### config.mk
export PLATFORM = sky130hd
export DESIGN_NAME = edge_stamp_capture
export DESIGN_NICKNAME = d
export VERILOG_FILES = /design/src/rtl/edge_stamp_pkg.sv /design/src/rtl/edge_sampler.sv /design/src/rtl/thr_holder.sv /design/src/rtl/stamp_fifo.sv /design/src/rtl/edge_stamp_capture.sv
export SDC_FILE = /design/constraint.sdc
export NUM_CORES = 1
export LEC_CHECK = 0
export BUFFER_PORTS_ARGS = -buffer_cell sky130_fd_sc_hd__clkbuf_2
export CAP_MARGIN = 20
export CORE_UTILIZATION = 55
export DETAILED_ROUTE_END_ITERATION = 10
export PLACE_DENSITY = 0.8
export SETUP_SLACK_MARGIN = 0.2
export SYNTH_ARGS = -nofsm -noshare
export SYNTH_HDL_FRONTEND = slang
export SYNTH_HIERARCHICAL = 1
export SYNTH_SLANG_ARGS = --single-unit
### constraint.sdc
create_clock -name clk -period 11.9 [get_ports clk]
set_clock_uncertainty 0.1 [all_clocks]
set_input_delay 2.38 -clock clk [delete_from_list [all_inputs] [get_ports clk]]
set_output_delay 2.38 -clock clk [all_outputs]
set_load 0.01 [all_outputs]
### src/rtl/edge_stamp_pkg.sv
package edge_stamp_pkg;
  localparam int TS_W    = 32;
  localparam int THR_W   = 12;
  localparam int ENTRY_W = TS_W + 1 + THR_W;

  typedef struct packed {
    logic [THR_W-1:0] thr;
    logic             rising;
    logic [TS_W-1:0]  ts;
  } stamp_t;

  // A crossing is present when the direct and delayed samples disagree.
  function automatic logic is_crossing(input logic dir_bit, input logic dly_bit);
    return dir_bit ^ dly_bit;
  endfunction

  function automatic stamp_t make_stamp(input logic [TS_W-1:0] ts,
                                        input logic rising,
                                        input logic [THR_W-1:0] thr);
    stamp_t s;
    s.thr    = thr;
    s.rising = rising;
    s.ts     = ts;
    return s;
  endfunction

  function automatic logic [15:0] settle_next(input logic [15:0] cur);
    return (cur == 16'd0) ? 16'd0 : cur - 16'd1;
  endfunction
endpackage

### src/rtl/edge_sampler.sv
module edge_sampler
  import edge_stamp_pkg::*;
#(
  parameter int SYNC_STAGES = 1
) (
  input  logic            clk,
  input  logic            rst_n,
  input  logic            clear,
  input  logic            enable,
  input  logic            cmp_direct,
  input  logic            cmp_delayed,
  input  logic [TS_W-1:0] ts_in,
  output logic            det_fire,
  output logic            det_pol,
  output logic [TS_W-1:0] det_ts
);
  logic [SYNC_STAGES-1:0] dir_sh, dly_sh;
  logic                   dir_s, dly_s;

  // Both bits get the same number of extra stages, so they stay aligned.
  generate
    if (SYNC_STAGES == 1) begin : g_one
      always_ff @(posedge clk or negedge rst_n) begin
        if (!rst_n) begin
          dir_sh <= '0;
          dly_sh <= '0;
        end else begin
          dir_sh <= cmp_direct;
          dly_sh <= cmp_delayed;
        end
      end
    end else begin : g_many
      always_ff @(posedge clk or negedge rst_n) begin
        if (!rst_n) begin
          dir_sh <= '0;
          dly_sh <= '0;
        end else begin
          dir_sh <= {dir_sh[SYNC_STAGES-2:0], cmp_direct};
          dly_sh <= {dly_sh[SYNC_STAGES-2:0], cmp_delayed};
        end
      end
    end
  endgenerate

  assign dir_s = dir_sh[SYNC_STAGES-1];
  assign dly_s = dly_sh[SYNC_STAGES-1];

  always_ff @(posedge clk or negedge rst_n) begin
    if (!rst_n) begin
      det_fire <= 1'b0;
      det_pol  <= 1'b0;
      det_ts   <= '0;
    end else begin
      det_fire <= clear ? 1'b0 : (enable & is_crossing(dir_s, dly_s));
      det_pol  <= dir_s;
      det_ts   <= ts_in;
    end
  end
endmodule

### src/rtl/thr_holder.sv
module thr_holder
  import edge_stamp_pkg::*;
#(
  parameter int SETTLE_W = 16
) (
  input  logic                clk,
  input  logic                rst_n,
  input  logic                thr_wr,
  input  logic [THR_W-1:0]    thr_code_in,
  input  logic [SETTLE_W-1:0] settle_cycles,
  output logic [THR_W-1:0]    thr_code,
  output logic                thr_settled
);
  logic [SETTLE_W-1:0] remain;

  always_ff @(posedge clk or negedge rst_n) begin
    if (!rst_n) begin
      thr_code <= '0;
      remain   <= '0;
    end else if (thr_wr) begin
      thr_code <= thr_code_in;
      remain   <= settle_cycles;
    end else if (remain != '0) begin
      remain <= remain - 1'b1;
    end
  end

  assign thr_settled = (remain == '0);
endmodule

### src/rtl/stamp_fifo.sv
module stamp_fifo #(
  parameter int DEPTH = 8,
  parameter int W     = 45
) (
  input  logic         clk,
  input  logic         rst_n,
  input  logic         clear,
  input  logic         wr_en,
  input  logic [W-1:0] wr_data,
  input  logic         rd_en,
  output logic [W-1:0] rd_data,
  output logic         rd_valid,
  output logic         full,
  output logic         overflow
);
  localparam int AW = $clog2(DEPTH);

  logic [W-1:0] mem [DEPTH];
  logic [AW:0]  wptr, rptr;
  logic         empty, push, pop;

  assign empty    = (wptr == rptr);
  assign full     = (wptr[AW-1:0] == rptr[AW-1:0]) && (wptr[AW] != rptr[AW]);
  assign push     = wr_en && !full && !clear;
  assign pop      = rd_en && !empty && !clear;
  assign rd_valid = !empty;
  assign rd_data  = mem[rptr[AW-1:0]];

  always_ff @(posedge clk) begin
    if (push) mem[wptr[AW-1:0]] <= wr_data;
  end

  always_ff @(posedge clk or negedge rst_n) begin
    if (!rst_n) begin
      wptr     <= '0;
      rptr     <= '0;
      overflow <= 1'b0;
    end else if (clear) begin
      wptr     <= '0;
      rptr     <= '0;
      overflow <= 1'b0;
    end else begin
      if (push) wptr <= wptr + 1'b1;
      if (pop)  rptr <= rptr + 1'b1;
      if (wr_en && full) overflow <= 1'b1;
    end
  end
endmodule

### src/rtl/edge_stamp_capture.sv
module edge_stamp_capture
  import edge_stamp_pkg::*;
#(
  parameter int DEPTH       = 8,
  parameter int SETTLE_W    = 16,
  parameter int SYNC_STAGES = 1
) (
  input  logic                clk,
  input  logic                rst_n,
  input  logic                arm_start,
  input  logic                arm_stop,
  input  logic                thr_wr,
  input  logic [THR_W-1:0]    thr_code_in,
  input  logic [SETTLE_W-1:0] settle_cycles,
  input  logic                cmp_direct,
  input  logic                cmp_delayed,
  input  logic                rd_en,
  output logic [ENTRY_W-1:0]  rd_data,
  output logic                rd_valid,
  output logic                overflow,
  output logic                armed,
  output logic [THR_W-1:0]    thr_code,
  output logic                thr_settled
);
  logic [TS_W-1:0] stamp_cnt;
  logic            det_fire, det_pol;
  logic [TS_W-1:0] det_ts;
  logic            fifo_full;
  logic            det_enable;
  stamp_t          entry;

  always_ff @(posedge clk or negedge rst_n) begin
    if (!rst_n) begin
      armed     <= 1'b0;
      stamp_cnt <= '0;
    end else if (arm_start) begin
      armed     <= 1'b1;
      stamp_cnt <= '0;
    end else begin
      if (arm_stop) armed <= 1'b0;
      if (armed)    stamp_cnt <= stamp_cnt + 1'b1;
    end
  end

  assign det_enable = armed && thr_settled;

  thr_holder #(.SETTLE_W(SETTLE_W)) u_thr (
    .clk(clk), .rst_n(rst_n), .thr_wr(thr_wr), .thr_code_in(thr_code_in),
    .settle_cycles(settle_cycles), .thr_code(thr_code), .thr_settled(thr_settled)
  );

  edge_sampler #(.SYNC_STAGES(SYNC_STAGES)) u_smp (
    .clk(clk), .rst_n(rst_n), .clear(arm_start), .enable(det_enable),
    .cmp_direct(cmp_direct), .cmp_delayed(cmp_delayed), .ts_in(stamp_cnt),
    .det_fire(det_fire), .det_pol(det_pol), .det_ts(det_ts)
  );

  assign entry = make_stamp(det_ts, det_pol, thr_code);

  stamp_fifo #(.DEPTH(DEPTH), .W(ENTRY_W)) u_fifo (
    .clk(clk), .rst_n(rst_n), .clear(arm_start), .wr_en(det_fire),
    .wr_data(entry), .rd_en(rd_en), .rd_data(rd_data), .rd_valid(rd_valid),
    .full(fifo_full), .overflow(overflow)
  );
endmodule

; After elaboration in Yosys (flattened, before gate mapping)
; Memory sizes are Yosys's and may differ from the RTL's.
; Index checks and enable logic that the tools add are counted.
; Widths: inputs -> output; s select.
[word_totals]
ramBits = 360
register_bits = 106
latchBits = 0
rom_bits = 0
output_inout_bits = 61
mem_count = 1
word_cells = 55
inputBits = 36
[classes]
n_shift = 0
reduce_logical = 18
bitwise_logic = 2
n_addsub = 4
eq_ne = 3
magnitude_cmp = 0
muxes = 15
div_mod_pow = 0
n_mul = 0
[memory_table]
columns = memory, depth, width, rd, rd_clocked_by_memory_dff, write_ports, line
row1 = u_fifo.mem, 8, 45, 1, 0, 1, stamp_fifo.sv:18  ; logic [W-1:0] mem [DEPTH];
[ops]
columns = op, n
row1 = $mux 32, 2
row2 = $add 32x1->32 const B, 1
row3 = $mux 16, 2
row4 = $logic_not 16->1, 1
row5 = $mux 4, 4
row6 = $reduce_bool 16->1, 1
row7 = $sub 16x1->16 const B, 1
row8 = $reduce_bool 2->1, 6
row9 = $add 4x1->4 const B, 2
row10 = $logic_and 1x1->1, 7
row11 = $mux 1, 7
row12 = $eq 4x4->1, 1
row13 = $eq 3x3->1, 1
row14 = $logic_not 1->1, 3
row15 = $and 1x1->1, 1
row16 = $ne 1x1->1, 1
row17 = $xor 1x1->1, 1

; Depth between registers and ports, before layout
; Gate-level depths: netlist of run 1.
[logic_depth]
word_depth = 7
ltp_mapped = 7
ltp_nobuf = 7

; Modules after synthesis
; The synthesis of run 1 kept the hierarchy.
[by_module_without_submodules]
columns = mod, seq_area_each_um2, cells_per_inst, n_inst, area_per_inst_um2
row1 = stamp_fifo, 11035.6, 587, 1, 14148.6
row2 = edge_stamp_capture, 825.8, 181, 1, 1736.7
row3 = thr_holder, 700.7, 129, 1, 1456.4
row4 = edge_sampler, 900.9, 38, 1, 922.1

; Worst setup path before layout of run 1
; No wires, ideal clock.
[synth_path]
kind = in2reg
from = in arm_start
to = mem u_fifo.mem[6][0], enable pin
slack_ns = 5.405
required_time_ns = 11.297
t_arrival_ns = 5.892
stages = 4
setup_time_ns = 0.503
cell_sequence = buf_1 nor2b_1 nand2b_1 nor3_1
[synth_between]
elab_chain_len = 4
[synth_lines]
columns = item, line
row1 = "start, declared", edge_stamp_capture.sv:10  ; input logic arm_start,
row2 = $logic_not 1->1, stamp_fifo.sv:24  ; assign push = wr_en && !full && !clear;
row3 = $logic_and 1x1->1, stamp_fifo.sv:24
row4 = $mux 1, stamp_fifo.sv:30  ; if (push) mem[wptr[AW-1:0]] <= wr_data;
row5 = $mux 1 (implied by the code), stamp_fifo.sv:30
row6 = "end, declared", stamp_fifo.sv:18
; Every way passes these cells.

; Worst setup path after layout of run 1
[layout_path]
from = reg u_fifo.rptr[0]
to = out rd_data[21]
[layout_between]
elab_chain_len = 1
[layout_lines]
columns = item, line
row1 = "start, declared", stamp_fifo.sv:19  ; logic [AW:0] wptr, rptr;
row2 = "start signal, assigned", stamp_fifo.sv:44  ; if (pop) rptr <= rptr + 1'b1;
row3 = $mem_v2 8x45, n/a
row4 = "end, declared", edge_stamp_capture.sv:18  ; output logic [ENTRY_W-1:0] rd_data,
; Every way passes these cells.

==> results of run 1 <==
stage by stage:
step                      setup WS (ns)  area [um2]  hold slack [ns]    util
after floorplan                   5.405       18260           0.2666       -
after global placement            6.293       19200           0.2790  0.5885
after detailed placement          6.261       19200           0.3048  0.5885
after CTS                         5.627       20790           0.3267  0.6374
after global routing              5.778       20820           0.3473  0.6383
final                             6.022       20820           0.3246  0.6383
worst paths after layout:
kind,start,end,slack (ns),cells after the start
setup / recovery,u_fifo/rptr[0]$_DFFE_PN0P_,rd_data[21],6.02,5
hold / removal,stamp_cnt[31]$_DFFE_PN0P_,u_smp/det_ts[31]$_DFF_PN0_,0.32,0
setup reg to reg,u_fifo/rptr[0]$_DFFE_PN0P_,u_fifo/mem[6][44]$_DFFE_PP_,7.97,5
hold reg to reg,stamp_cnt[31]$_DFFE_PN0P_,u_smp/det_ts[31]$_DFF_PN0_,0.32,0
max in group asynchronous,rst_n,u_fifo/rptr[0]$_DFFE_PN0P_,8.67,2
min in group asynchronous,rst_n,u_thr/remain[9]$_DFFE_PN0P_,1.82,1
area by class of cell:
cell class	count	area [um2]
flip-flops and latches	466	13470
well taps	442	553.0
multi-input cells	413	4547
repair buffers	111	615.6
clock inverters	20	225.2
fillers	2147	11800
inverters	10	37.54
clock buffers	66	1370
cells by family after synthesis:
logic type | share of synthesized area
flops | 0.7371
simple gates | 0.05138
mux | 0.1495
compound gates | 0.02816
buf+inv | 0.01692
xor+xnor | 0.01418
fa+ha+maj | 0.002740
registers in the layout, indices dropped and copies added, names as in the netlist:
name and cells:
stamp_cnt 32, u_fifo/wptr 4, u_fifo/mem 360, u_fifo/rptr 4, u_smp/dly_s 1, u_fifo/overflow 1, u_thr/thr_code 12, u_smp/det_ts 32
u_smp/det_pol 1, u_thr/remain 16, armed 1, u_smp/det_fire 1, u_smp/dir_s 1
per-layer routing:
layer / vias up / global-route usage / part of all wire
li1: 3995 / - / -
met1: 4772 / 0.2978 / 0.42
met2: 296 / 0.3603 / 0.51
met3: 61 / 0.02569 / 0.050
met4: 0 / 0.06500 / 0.022
met5: - / 0 / 0
synth_stat cells, types with 7 or more instances:
cell type  instances  share of area
a21oi_1           24         0.0066
buf_2             10         0.0027
buf_6             11         0.0068
clkbuf_1          18         0.0037
dfrtp_1          106           0.15
edfxtp_1         360           0.59
inv_1             10         0.0021
mux2_2            57          0.035
mux4_2            90           0.11
nand2_1           27         0.0055
nand2b_1          10         0.0034
nand3_1           13         0.0036
nor2_1            32         0.0066
nor3_1             8         0.0022
o21ai_0           10         0.0027
o31ai_1           18         0.0074
or3_1              7         0.0024
or4_1             18         0.0074
xnor2_1           17         0.0082
xor2_1             7         0.0034
power breakdown:
| group | internal (mW) | leakage, nW | switching, mW | total, mW |
|---|---|---|---|---|
| Sequential | 1.76 | 4.60 | 0.0240 | 1.78 |
| Combinational | 0.0247 | 1.73 | 0.0305 | 0.0551 |
| Clock | 0.891 | 0.776 | 0.591 | 1.48 |
| Total | 2.68 | 7.10 | 0.645 | 3.32 |
==> impl_results.md, run 1 <==
* P per Cell Area at 159.6 mW/mm2
* Final hold violations at 0
* Layout Area Growth over Synthesis at 14.00%
* Top Ports at 97
* Unrepaired setup endpoints after global routing: false
* Mapped Area at 0.01826 mm2
* # Post-CTS Setup Buffers at 0
* Largest net degree at the start of global routing at 77
* Syn_nets at 975
* Clk_lat worst skew at 0.54 ns
* Final slew viol count at 0
* CTS tree: done
* Core Rows at 66
* HPWL after detailed placement at 18260 um
* Routed wire length per instance at 22.90 um
* Fmax at 170.1 MHz
* Fin cells at 1528
* Crit path capture type: output port
* Status: complete, no violations
* Initial antenna violation count at 1
* Setup tns final at 0 ns
* DIE HEIGHT at 184.2 um
* Clock Root Buffer: clkbuf_16
* Post-cts repair resize count at 0
* CTS HTree Levels at 2
* Post-route ant nets at 0
* PortBufs at 96
* Tot Pwr at 3.322 mW
* Most frequent cells in the layout: edfxtp_1, dfrtp_1, clkbuf_2
* GRT overflow at 0
* Distinct cells, synth at 60
* Period minus WS final at 5.878 ns
* Post-synthesis area per instance at 19.53 um2
* Max incr delay on CP at 1.00 ns
* Inst Count DP at 1441
* Initial Utilization at 0.5599
* Req. time, crit path at 9.42 ns
* Gate Count Post-Synth at 935
* Final period util at 0.4940
* Drt via density at 5.971
* GPL Wtd Cong at 0.7285
* Post-synth EDFFs at 360
* Critical path startpoint category: flip-flop
* Register bit total from synthesis at 466
* First-pass GRT wire length at 54390 um
* CP Data Arrival Time at 3.40 ns
* Kind of critical path: reg2out
* Vias at 9124
* Crit-path cells: buf_4 > buf_16 > mux4_2 > mux2_2 > clkbuf_2
* Cts hold-fix bufs at 0
* CTS Sinks at 466
* Number of global-route vias before repair at 9531
* Setup Viol. Count Final at 0
* Die W at 184.2 um
* Crit path max-delay family: flip-flops
* Max-cap check violation count at 0
* Num CTS Buffers at 46
* Slowest CP cell: dfrtp_4
* Final wirelength at 34980 um
* Worst slew margin at 0.2402
* Iter 0 DRT Violations at 682
* Overall routing resource usage at 0.2145
* Most common cell after layout, fill and taps aside: edfxtp_1
* Min-Delay Path Class: reg2reg
* Die ar. at 0.03394 mm2
* Leak pwr at 7.103 nW
* CTS max path bufs at 3
* Least-Margin Pin Slew at 1.140 ns
* Layout cell share with drive strength beyond 1 at 0.3324
* N_diodes at 0
* Seq/Total Area, Yosys at 0.7371
* DRC violations left at 0
* Post-synth top flop: edfxtp_1
* Final Net Count at 1088
* Pre-Repair DR Iteration Count at 5
* Clk pin slew, worst setup/hold paths at 0.07 ns
* Core Area at 0.03262 mm2
* Post-synth ARST share at 0.2275
* Worst Path Buf+Inv at 3
* Synthesis Warnings at 6
* Maximum VDD drop at 0.1112 mV
* CP max FO at 43
No activity file was read; power rests on OpenSTA's default activity.
==> inputs of run 2 (changes only) <==
- ABC_AREA: default -> 1
- clock period: 11.9 -> 5.6 ns (I/O delays scaled with it)
==> impl_results.md, run 2 <==
* Vias at 12830 (+41%)
* Layout cell share with drive strength beyond 1 at 0.1791 (-0.1533)
* R2R Setup Slk at 1.64 ns (-6.33 ns)
* Post-cts repair resize count at 0 (unchanged)
* Most common cell after layout, fill and taps aside: edfxtp_1
* CTS HTree Levels at 2 (unchanged)
* Critical path startpoint category: flip-flop
* Pint at 5.417 mW (+100%)
* Min Hold Slack at 0.2732 ns (-0.05137 ns)
* First-pass GRT wire length at 66890 um (+23%)
* Pre-Repair DR Iteration Count at 7 (+2)
* HPWL after detailed placement at 23650 um (+30%)
* Top Ports at 97 (unchanged)
* Clock Root Buffer: clkbuf_16
* Cells on Worst Hold Path at 0 (unchanged)
* Max-cap check violation count at 0 (unchanged)
* Routed wire length per instance at 19.00 um (-17%)
* Status: complete, no violations
* Mapped Area at 0.01941 mm2 (+6.3%)
* Critical path capture point: rd_data[27]
* Net Sw Power at 1.352 mW (+110%)
* Tot Pwr at 6.768 mW (+100%)
* Cts hold-fix bufs at 0 (unchanged)
* Die W at 189.9 um (+3.1%)
* Iter 0 DRT Violations at 1507 (+120%)
* Num CTS Buffers at 44 (-4.3%)
* Final wirelength at 42490 um (+21%)
* Post-route ant nets at 0 (unchanged)
* PnR worst setup slack at 0.7912 ns (-5.231 ns)
* Unrepaired setup endpoints after global routing: false
* Most frequent cells in the layout: edfxtp_1, nand2_1, o21ai_0
* Final slew viol count at 0 (unchanged)
* Initial Utilization at 0.5606 (+0.0007145)
* Clk_lat worst skew at 0.54 ns (about the same)
* N_diodes at 0 (unchanged)
* Largest net degree at the start of global routing at 116 (+51%)
* Layout Area Growth over Synthesis at 10.89%
* GPL Wtd Cong at 0.8531 (+17%)
* Req. time, crit path at 4.38 ns (-5.04 ns)
* Reg power frac at 0.559 (+0.022)
* Combinational share of power at 0.021 (+0.004)
* Period minus WS final at 4.809 ns
* Gate Count Post-Synth at 1664 (+78%)
* Setup WS pre-CTS at 1.529 ns (-4.732 ns)
* Core Area at 0.03463 mm2 (+6.2%)
* PortBufs at 96 (unchanged)
* Post-synthesis area per instance at 11.67 um2 (-40%)
* Max reg flops at 360 (unchanged)
* Number of global-route vias before repair at 12580 (+32%)
* CP max FO at 106 (+150%)
* Setup Viol. Count Final at 0 (unchanged)
* DRC violations left at 0 (unchanged)
* Worst R2R Path Depth at 7 (+2)
* Fin cells at 2236 (+46%)
* Leak pwr at 8.496 nW (+20%)
* R2R Path Start: u_fifo/rptr[0]$_DFFE_PN0P_
* GRT overflow at 0 (unchanged)
* Setup tns final at 0 ns (unchanged)
* Worst slew margin at 0.2587 (+0.01845)
* CTS max path bufs at 3 (unchanged)
* Drt via density at 5.736 (-3.9%)
* Least-Margin Pin Slew at 1.112 ns (-0.02767 ns)
* Maximum VDD drop at 0.2276 mV (+100%)
* DIE HEIGHT at 189.9 um (+3.1%)
* CTS tree: done
* Final Net Count at 1786 (+64%)
* Filler instances at 2522 (+17%)
* Die ar. at 0.03605 mm2 (+6.2%)
* Inst Count DP at 2155 (+50%)
* Syn_nets at 1704 (+75%)
* Crit path capture type: output port
* Initial antenna violation count at 0 (-1)
* CP Data Arrival Time at 3.59 ns (+0.19 ns)
* Final period util at 0.8587
* Core Rows at 68 (+3.0%)
* Final hold violations at 0 (unchanged)
* Kind of critical path: reg2out
* Overall routing resource usage at 0.2402 (+0.02563)
* # Post-CTS Setup Buffers at 0 (unchanged)
* Crit path launch: u_fifo/rptr[0]$_DFFE_PN0P_
* CTS Sinks at 466 (unchanged)
* P per Cell Area at 314.4 mW/mm2 (+97%)
* Clock Power Share at 0.421 (-0.025)
* R2R Path End: u_fifo/mem[0][11]$_DFFE_PP_
* Clk pin slew, worst setup/hold paths at 0.06 ns (about the same)
* Fmax at 208.0 MHz
* Min-Delay Path Class: reg2reg
* Switching Fraction at 0.1997 (+0.005422)
* Synthesis Warnings at 6 (unchanged)
[run 2: metal layers]
metal,routed length [um],part of all wire,global-route usage,vias up
met4,1187,0.028,0.08592,0
li1,-,-,-,5943
met2,20800,0.49,0.3980,513
met5,0,0,0,-
met3,3008,0.071,0.03689,90
met1,17490,0.41,0.3237,6279
[run 2: worst min path at each step]
| stage | startpoint | end | slack [ns] |
|---|---|---|---|
| 6_report | stamp_cnt[31]$_DFFE_PN0P_ | u_smp/det_ts[31]$_DFF_PN0_ | 0.27 |
| 5_1_grt | stamp_cnt[31]$_DFFE_PN0P_ | u_smp/det_ts[31]$_DFF_PN0_ | 0.29 |
| 4_1_cts | stamp_cnt[31]$_DFFE_PN0P_ | u_smp/det_ts[31]$_DFF_PN0_ | 0.27 |
| 3_5_place_dp | stamp_cnt[31]$_DFFE_PN0P_ | u_smp/det_ts[31]$_DFF_PN0_ | 0.26 |
| 3_3_place_gp | stamp_cnt[31]$_DFFE_PN0P_ | u_smp/det_ts[31]$_DFF_PN0_ | 0.27 |
| 2_1_floorplan | stamp_cnt[31]$_DFFE_PN0P_ | u_smp/det_ts[31]$_DFF_PN0_ | 0.25 |
[run 2: per-stage QoR]
| step | area (um2) | util |
|---|---|---|
| after floorplan | 19410 | - |
| after global placement | 20140 | 0.5816 |
| after detailed placement | 20140 | 0.5816 |
| after CTS | 21530 | 0.6217 |
| after global routing | 21530 | 0.6217 |
| final | 21530 | 0.6217 |
[run 2: layout make-up]
type | instances | area, um2 | area share
inverters | 78 | 299.0 | 0.01389
clock buffers | 64 | 1237 | 0.05748
well taps | 455 | 569.3 | 0.02644
multi-input cells | 1040 | 5132 | 0.2384
clock inverters | 17 | 150.1 | 0.006974
repair buffers | 116 | 670.6 | 0.03115
flip-flops and latches | 466 | 13470 | 0.6257
[run 2: worst max-delay path, cell delays in order (launching register included)]
cell      delay, ns
dfrtp_4        1.00
buf_4          0.92
o21ai_0        0.30
o22ai_1        0.32
nand2_1        0.10
nand2_1        0.21
clkbuf_2       0.18
[run 2: power by group through the flow]
stage	combinational (mW)	clock [mW]	sequential (mW)
3_5_place_dp	0.140	0	3.85
4_1_cts	0.142	2.87	3.78
5_1_grt	0.160	3.01	3.78
3_3_place_gp	0.135	0	3.85
6_report	0.141	2.85	3.78
2_1_floorplan	0.0831	0	3.84
==> inputs of run 3 (changes only) <==
- GPL_TIMING_DRIVEN: default -> 0
==> impl_results.md, run 3 (synthesis gave the netlist of run 2 again) <==
* Core Rows at 68 (unchanged)
* Layout Area Growth over Synthesis at 14.04%
* Cts hold-fix bufs at 0 (unchanged)
* PortBufs at 96 (unchanged)
* Clk pin slew, worst setup/hold paths at 0.06 ns (about the same)
* Setup tns final at 0 ns (unchanged)
* N_diodes at 0 (unchanged)
* Period minus WS final at 3.816 ns (-0.9923 ns)
* Most frequent cells in the layout: edfxtp_1, nand2_1, o21ai_0
* Drt via density at 5.830 (+1.6%)
* Die ar. at 0.03605 mm2 (unchanged)
* Num CTS Buffers at 44 (unchanged)
* DRC violations left at 0 (unchanged)
* Pre-Repair DR Iteration Count at 6 (-1)
* Status: complete, no violations
* Core Area at 0.03463 mm2 (unchanged)
* Critical path startpoint category: flip-flop
* Initial antenna violation count at 0 (unchanged)
* CP max FO at 10 (-91%)
* CTS tree: done
* DIE HEIGHT at 189.9 um (unchanged)
* Max-cap check violation count at 0 (unchanged)
* Final wirelength at 46890 um (+10%)
* Final Instance Area at 0.02214 mm2 (+2.8%)
* Max reg flops at 360 (unchanged)
* GPL Wtd Cong at 0.9015 (+5.7%)
* Final Net Count at 1855 (+3.9%)
* Iter 0 DRT Violations at 1563 (+3.7%)
* Crit-path most repeated cell: nand2_1
* Routed wire length per instance at 20.33 um (+7.0%)
* Slowest CP cell: clkbuf_1
* Max incr delay on CP at 0.49 ns (-0.51 ns)
* Layout cell share with drive strength beyond 1 at 0.1999 (+0.02078)
* Least-Margin Pin Slew at 1.036 ns (-0.07591 ns)
* Final period util at 0.6815 (-0.1772)
* Req. time, crit path at 4.38 ns (about the same)
* Clock Root Buffer: clkbuf_16
* Most common cell after layout, fill and taps aside: edfxtp_1
* Post-route ant nets at 0 (unchanged)
* Filler instances at 2461 (-2.4%)
* Final slew viol count at 0 (unchanged)
* Crit path capture type: output port
* Top Ports at 97 (unchanged)
* Leak pwr at 8.861 nW (+4.3%)
* GRT overflow at 0 (unchanged)
* Fmax at 262.0 MHz (+26%)
* Final hold violations at 0 (unchanged)
* Worst slew margin at 0.3076 (+0.04897)
* # Post-CTS Setup Buffers at 0 (unchanged)
* P per Cell Area at 308.6 mW/mm2 (-1.9%)
* CTS max path bufs at 3 (unchanged)
* Vias at 13440 (+4.8%)
* HPWL after detailed placement at 29510 um (+25%)
* Post-cts repair resize count at 0 (unchanged)
* Min-Delay Path Class: reg2reg
* Maximum VDD drop at 0.2210 mV (-2.9%)
* Overall routing resource usage at 0.2639 (+0.02375)
* Placed Area at 0.02072 mm2 (+2.9%)
* Setup Viol. Count Final at 0 (unchanged)
* Clk_lat worst skew at 0.56 ns (+0.02 ns)
* CTS HTree Levels at 2 (unchanged)
* First-pass GRT wire length at 72780 um (+8.8%)
* CP Data Arrival Time at 2.60 ns (-0.99 ns)
* Initial Utilization at 0.5606 (unchanged)
* Crit-path cells: inv_2 > clkbuf_1 > o21ai_0 > o22ai_1 > nand2_1 > nand2_1 > clkbuf_2
* Number of global-route vias before repair at 13100 (+4.1%)
* CTS Sinks at 466 (unchanged)
* Largest net degree at the start of global routing at 107 (-7.8%)
* Die W at 189.9 um (unchanged)
* Kind of critical path: reg2out
* Unrepaired setup endpoints after global routing: false
[run 3: worst paths after layout]
check / depth (start not counted) / slack, ns / to / start
max reg2reg: 8 / 2.74 / u_fifo/mem[5][18]$_DFFE_PP_ / u_fifo/rptr[0]$_DFFE_PN0P_
min reg2reg: 0 / 0.31 / u_smp/det_pol$_DFF_PN0_ / u_smp/dir_s$_DFF_PN0_
max: 7 / 1.78 / rd_data[23] / u_fifo/rptr[1]$_DFFE_PN0P_
min in group asynchronous: 1 / 0.55 / u_thr/remain[2]$_DFFE_PN0P_ / rst_n
min: 0 / 0.31 / u_smp/det_pol$_DFF_PN0_ / u_smp/dir_s$_DFF_PN0_
max in group asynchronous: 1 / 4.19 / u_fifo/rptr[0]$_DFFE_PN0P_ / rst_n
[run 3: metrics by stage]
stage	setup slack, ns	total power, mW	util	cells	hold slack (ns)
4_1_cts	1.856	6.862	0.6393	2306	0.3025
3_3_place_gp	-0.2830	3.987	0.5909	2215	0.2902
2_1_floorplan	1.736	3.924	-	1664	0.2537
6_report	1.784	6.831	0.6393	2306	0.3059
5_1_grt	1.740	7.016	0.6393	2306	0.3140
3_5_place_dp	2.234	3.996	0.5983	2224	0.2894
[run 3: report_power, final]
part / internal, mW / total [mW] / switching (mW)
Clock: 1.67 / 2.91 / 1.24
Sequential: 3.74 / 3.78 / 0.0448
Combinational: 0.0495 / 0.143 / 0.0937
Total: 5.46 / 6.83 / 1.38
[run 3: cell type report]
type	instances	area, um2	area share
flip-flops and latches	466	13460	0.6081
repair buffers	105	691.9	0.03125
plain buffers	80	568.0	0.02566
clock buffers	57	1211	0.05471
multi-input cells	1040	5132	0.2318
well taps	455	569.3	0.02571
clock inverters	25	210.2	0.009495
inverters	78	292.8	0.01322
[run 3: metal layers]
layer	vias up	track usage	share of wire
li1	6095	-	-
met1	6537	0.3550	0.39
met2	700	0.4347	0.49
met4	0	0.1033	0.033
met3	111	0.03948	0.090
met5	-	0	0
[run 3: worst max-delay path, delay by kind of cell, from the launching register on]
family	cells	cell delay [ns]
AO/OA/AOI/OAI	2	0.39
AND/OR/NAND/NOR	2	0.26
buffers and inverters	3	0.90
flip-flops	1	0.48
